[src/rtl/fte_pkg.sv]
package fte_pkg;
    localparam int SLICE_W_DEF   = 16;
    localparam int SLICE_CNT_DEF = 16;

    // Mask of slice positions whose index has bit b set
    function automatic logic [63:0] pos_mask(input int width, input int b);
        logic [63:0] m;
        m = '0;
        for (int i = 0; i < width; i++) begin
            m[i] = i[b];
        end
        return m;
    endfunction
endpackage

[src/rtl/fte_onecold.sv]
module fte_onecold #(
    parameter int N_CMP = 255
) (
    input  logic [N_CMP-1:0] cmp_i,
    output logic [N_CMP:0]   bus_n_o
);
    // Position p is zero when the comparator at p reads 1 and the one below reads 0.
    // Below the bottom the comparator is taken as 0; above the top it is taken as 1.
    for (genvar p = 0; p <= N_CMP; p++) begin : g_pos
        logic lower, upper;
        if (p == 0) begin : g_bot
            assign lower = 1'b0;
        end else begin : g_mid_lo
            assign lower = cmp_i[p-1];
        end
        if (p == N_CMP) begin : g_top
            assign upper = 1'b1;
        end else begin : g_mid_hi
            assign upper = cmp_i[p];
        end
        assign bus_n_o[p] = ~(upper & ~lower);
    end
endmodule

[src/rtl/fte_zero_locator.sv]
module fte_zero_locator #(
    parameter int W  = 16,
    localparam int LW = $clog2(W)
) (
    input  logic [W-1:0]  bus_n_i,
    output logic [LW-1:0] pos_o,
    output logic          hit_o
);
    import fte_pkg::*;

    logic [W-1:0] zeros;
    assign zeros = ~bus_n_i;
    assign hit_o = |zeros;

    for (genvar b = 0; b < LW; b++) begin : g_bit
        localparam logic [63:0] MASK = pos_mask(W, b);
        assign pos_o[b] = |(zeros & MASK[W-1:0]);
    end
endmodule

[src/rtl/fte_code_reg.sv]
module fte_code_reg #(
    parameter int CODE_W = 8
) (
    input  logic              clk,
    input  logic              rst,
    input  logic [CODE_W-1:0] code_d,
    output logic [CODE_W-1:0] code_q
);
    typedef enum logic {REG_RESET, REG_CAPTURE} reg_mode_e;
    reg_mode_e mode;

    always_comb begin
        mode = rst ? REG_RESET : REG_CAPTURE;
    end

    always_ff @(posedge clk) begin
        unique case (mode)
            REG_RESET:   code_q <= '0;
            REG_CAPTURE: code_q <= code_d;
            default:     code_q <= '0;
        endcase
    end

    // a reset edge leaves the register cleared
    logic rst_seen_q = 1'b0;
    always_ff @(posedge clk) rst_seen_q <= rst;
    always @(negedge clk) begin
        if (rst_seen_q) begin
            assert_reset_clears_R1: assert (code_q == '0);
        end
    end
endmodule

[src/rtl/flash_therm_encoder.sv]
module flash_therm_encoder #(
    parameter int SLICE_W   = fte_pkg::SLICE_W_DEF,
    parameter int SLICE_CNT = fte_pkg::SLICE_CNT_DEF,
    localparam int N_CMP  = SLICE_W * SLICE_CNT - 1,
    localparam int LO_W   = $clog2(SLICE_W),
    localparam int HI_W   = $clog2(SLICE_CNT),
    localparam int CODE_W = LO_W + HI_W
) (
    input  logic              clk,
    input  logic              rst,
    input  logic [N_CMP-1:0]  cmp_i,
    output logic [CODE_W-1:0] code_o
);
    logic [N_CMP:0]   bus_n;
    logic [LO_W-1:0]  slice_pos [SLICE_CNT];
    logic [SLICE_CNT-1:0] slice_hit;
    logic [LO_W-1:0]  lo_code;
    logic [HI_W-1:0]  hi_code;
    logic             hi_hit;

    fte_onecold #(.N_CMP(N_CMP)) u_onecold (
        .cmp_i   (cmp_i),
        .bus_n_o (bus_n)
    );

    for (genvar s = 0; s < SLICE_CNT; s++) begin : g_slice
        fte_zero_locator #(.W(SLICE_W)) u_loc (
            .bus_n_i (bus_n[s*SLICE_W +: SLICE_W]),
            .pos_o   (slice_pos[s]),
            .hit_o   (slice_hit[s])
        );
    end

    // Only one slice holds the zero on a clean input, so OR merges safely
    always_comb begin
        lo_code = '0;
        for (int s = 0; s < SLICE_CNT; s++) begin
            lo_code = lo_code | slice_pos[s];
        end
    end

    fte_zero_locator #(.W(SLICE_CNT)) u_slice_index (
        .bus_n_i (~slice_hit),
        .pos_o   (hi_code),
        .hit_o   (hi_hit)
    );

    fte_code_reg #(.CODE_W(CODE_W)) u_code_reg (
        .clk    (clk),
        .rst    (rst),
        .code_d ({hi_code, lo_code}),
        .code_q (code_o)
    );

    // Thermometer check: no comparator reads 1 with a 0 above it
    logic therm_ok;
    assign therm_ok = ~|(cmp_i[N_CMP-2:0] & ~cmp_i[N_CMP-1:1]);

    assert_single_zero_R3: assert property (@(posedge clk) disable iff (rst)
        therm_ok |-> ($countones(~bus_n) == 1 && hi_hit));

    assert_code_is_zero_count_R2: assert property (@(posedge clk) disable iff (rst)
        therm_ok |=> (code_o == CODE_W'(N_CMP - $countones($past(cmp_i)))));

    assert_bottom_code_R4: assert property (@(posedge clk) disable iff (rst)
        (&cmp_i) |=> (code_o == '0));

    assert_top_code_R5: assert property (@(posedge clk) disable iff (rst)
        (~|cmp_i) |=> (code_o == '1));
endmodule

[config.mk]
export PLATFORM = sky130hd
export DESIGN_NAME = flash_therm_encoder
export DESIGN_NICKNAME = d
export VERILOG_FILES = /design/src/rtl/fte_pkg.sv /design/src/rtl/fte_onecold.sv /design/src/rtl/fte_zero_locator.sv /design/src/rtl/fte_code_reg.sv /design/src/rtl/flash_therm_encoder.sv
export SDC_FILE = /design/constraint.sdc
export NUM_CORES = 1
export LEC_CHECK = 0
export ABC_AREA = 0
export BUFFER_PORTS_ARGS = -buffer_cell sky130_fd_sc_hd__buf_2
export CORE_MARGIN = 8
export CORE_UTILIZATION = 40
export CTS_CLUSTER_DIAMETER = 80
export DETAILED_ROUTE_END_ITERATION = 10
export GPL_ROUTABILITY_DRIVEN = 1
export GPL_TIMING_DRIVEN = 1
export PLACE_DENSITY_LB_ADDON = 0.25
export SLEW_MARGIN = 20
export SYNTH_ARGS = -nofsm -noshare
export SYNTH_HDL_FRONTEND = slang
export SYNTH_SLANG_ARGS = --single-unit
[constraint.sdc]
create_clock -name clk -period 1.75 [get_ports clk]
set_input_delay 0.175 -clock clk [delete_from_list [all_inputs] [get_ports clk]]
set_output_delay 0.175 -clock clk [all_outputs]
set_load 0.03 [all_outputs]
==> impl_metrics.tcl <==
set metrics [dict create \
    status "complete, no violations" \
    worstPathCellList "buf_2 > nor2b_1 > a2111oi_0 > buf_4 > nand3_1 > nor4_1 > a31oi_1" \
    via_count 5424 \
    drv_cap 0 \
    detail_route.iter0.violations 360 \
    end_kind "flop" \
    syn_area_mm2 0.00317 \
    synth_flop_cell "dfxtp_1" \
    synth_commonest_cells "174 x nor2b_1, 64 x inv_1, 56 x nor4_1" \
    worstSetupPathType "input pin to flop" \
    overflow 0 \
    cp-start-kind "input pin" \
    top_regs "u_code_reg.code_q x8" \
    die_x_um 105 \
    synth_async_sr_flop_share_pct 0 \
    fmax_ghz 0.581 \
    die-area_mm2 0.0110 \
    grt_pass1_vias 5937 \
    setup_viol 0 \
    gp_congestion 1.06 \
    path_delay_family "compound AO/OA/AOI/OAI gates" \
    regMostFlops "u_code_reg.code_q" \
    cts_root_buffer "clkbuf_8" \
    cts_tree "built" \
    post-route-util_pct 69.3 \
    io-pin-count 265 \
    numPortBuffers 264 \
    synth.top_cell.area_share_pct 34.4 \
    grt_first_pass_wirelength_um 30900 \
    fin_nets 1075 \
    cts_hold_buffers 0 \
    cp_slowest_stage_delay_ns 0.55 \
    yosysSeqAreaShare_pct 5.06 \
    synth-warning-count 0 \
    slew_viol_final 0 \
    yosysUniqueCellTypes 24 \
    dpl.hpwl_um 19000 \
    cp_max_fo 2 \
    clkTransAtPathRegs_ns 0.04 \
    wl_per_cell_um 22.4 \
    synth_seq_cells 8 \
    critPathBufInv 2 \
    track_usage_pct 35.1 \
    rows 32 \
    cp.required_ns 1.85 \
    rsz0062_at_grt "false" \
    largest_register_ffs 8 \
    antenna_found_initial 0 \
    setup_tns_ns 0 \
    synth_top_area_cell "nor2b_1" \
    yosys-top-cells-area "nor2b_1 34%, nor4_1 11%, a2111oi_2 8.5%" \
    period_needed_ns 1.72 \
    syn_inst 464 \
    fillers 685 \
    crit_arrival_ns 1.82 \
    die_h_um 105 \
    drive_above_1_share_pct 47.7 \
    ant_nets 0 \
    slew_headroom_pct 54.8 \
    tightest_slew_ns 0.661 \
    first_pass_iters 6 \
    powerDensity_mw_per_mm2 321 \
    drcViolationCount 0 \
    period_share_pct 98.3 \
    viasPerCell 5.91 \
    avgSynthCellArea_um2 6.82 \
    leakage_nw 2.55 \
    area_delta_synth_final_pct 68.3 \
    synth-edff-count 0 \
    crit_slowest_cell "a2111oi_0" \
    final-hold-violation-count 0 \
    coreArea_mm2 0.00769 \
    cts_buffers 3 \
    syn_nets 721 \
    wl_um 20500 \
    antenna_cells 0 \
    cts_sinks 8 \
    hold_path.class "input pin to flop" \
    synth_most_common_cell "nor2b_1" \
    grt_max_degree 9 \
    clockBufferDepth 2 \
    htreeDepth 1 \
    ir_drop_mv 0.154 \
    initial_core_util_pct 41.2 \
]
==> metal layers <==
layer  wire (µm)  global-route usage (%)  vias up
met5           0                       0        -
met2        9790                    61.1      386
met4         898                    14.8        0
met3        2150                    9.09       70
met1        7700                    39.6     2492
li1            -                       -     2476
==> stage by stage <==
| step | hold WS [ns] | total power, mW | instances | cell area [µm²] | worst slack [ns] |
|---|---|---|---|---|---|
| after floorplan | 0.409 | 0.688 | 464 | 3170 | 0.358 |
| after global placement | 0.477 | 1.42 | 915 | 5250 | -0.251 |
| after detailed placement | 0.482 | 1.44 | 915 | 5250 | -0.281 |
| after CTS | 0.240 | 1.66 | 918 | 5300 | 0.0436 |
| after global routing | 0.259 | 1.79 | 918 | 5330 | 0.00773 |
| final | 0.254 | 1.71 | 918 | 5330 | 0.0292 |
==> cell families (layout without fill, tap and decap cells) <==
group / after synthesis / in the layout / share of synthesized area [%]
AND/OR/NAND/NOR: 315 / 315 / 62.5
buffers and inverters: 65 / 417 / 7.83
flip-flops: 8 / 8 / 5.06
AO/OA/AOI/OAI: 76 / 76 / 24.7
==> cells in the final DEF, fill, tap and decap left out, types with 9 or more instances in the layout <==
cell type  instances
inv_1             64
a2111oi_1         12
a2111oi_2         21
nor2b_1          174
buf_2            264
nor4_1            54
nand4_1           34
a31oi_1            9
a2111oi_0         25
nor3_1            14
buf_4             86
==> repair_timing <==
item,4_1_cts,5_1_grt
pin swaps,0,0
gates resized for setup,2,7
buffers inserted,0,0
endpoints found under the setup margin,2,4
==> final timing paths <==
kind,from,end,slack (ns),depth (start not counted)
worst max-delay path,cmp_i[27],u_code_reg.code_q[4],0.03,7
worst min-delay path,rst,u_code_reg.code_q[6],0.25,2
==> final cells by class <==
class / count / area, µm² / area share, %
clock buffers: 3 / 41.3 / 0.775
flip-flops and latches: 8 / 160 / 3.01
repair buffers: 350 / 1970 / 36.9
multi-input cells: 391 / 2790 / 52.4
well taps: 102 / 128 / 2.40
inverters: 64 / 240 / 4.51
==> where the power goes <==
group	internal [mW]	leakage, nW	switching, mW
registers	0.193	0.0675	0.00542
logic	0.628	2.46	0.659
clock network	0.149	0.0216	0.0743
total	0.971	2.55	0.739
No activity file was read; power rests on OpenSTA's default activity.
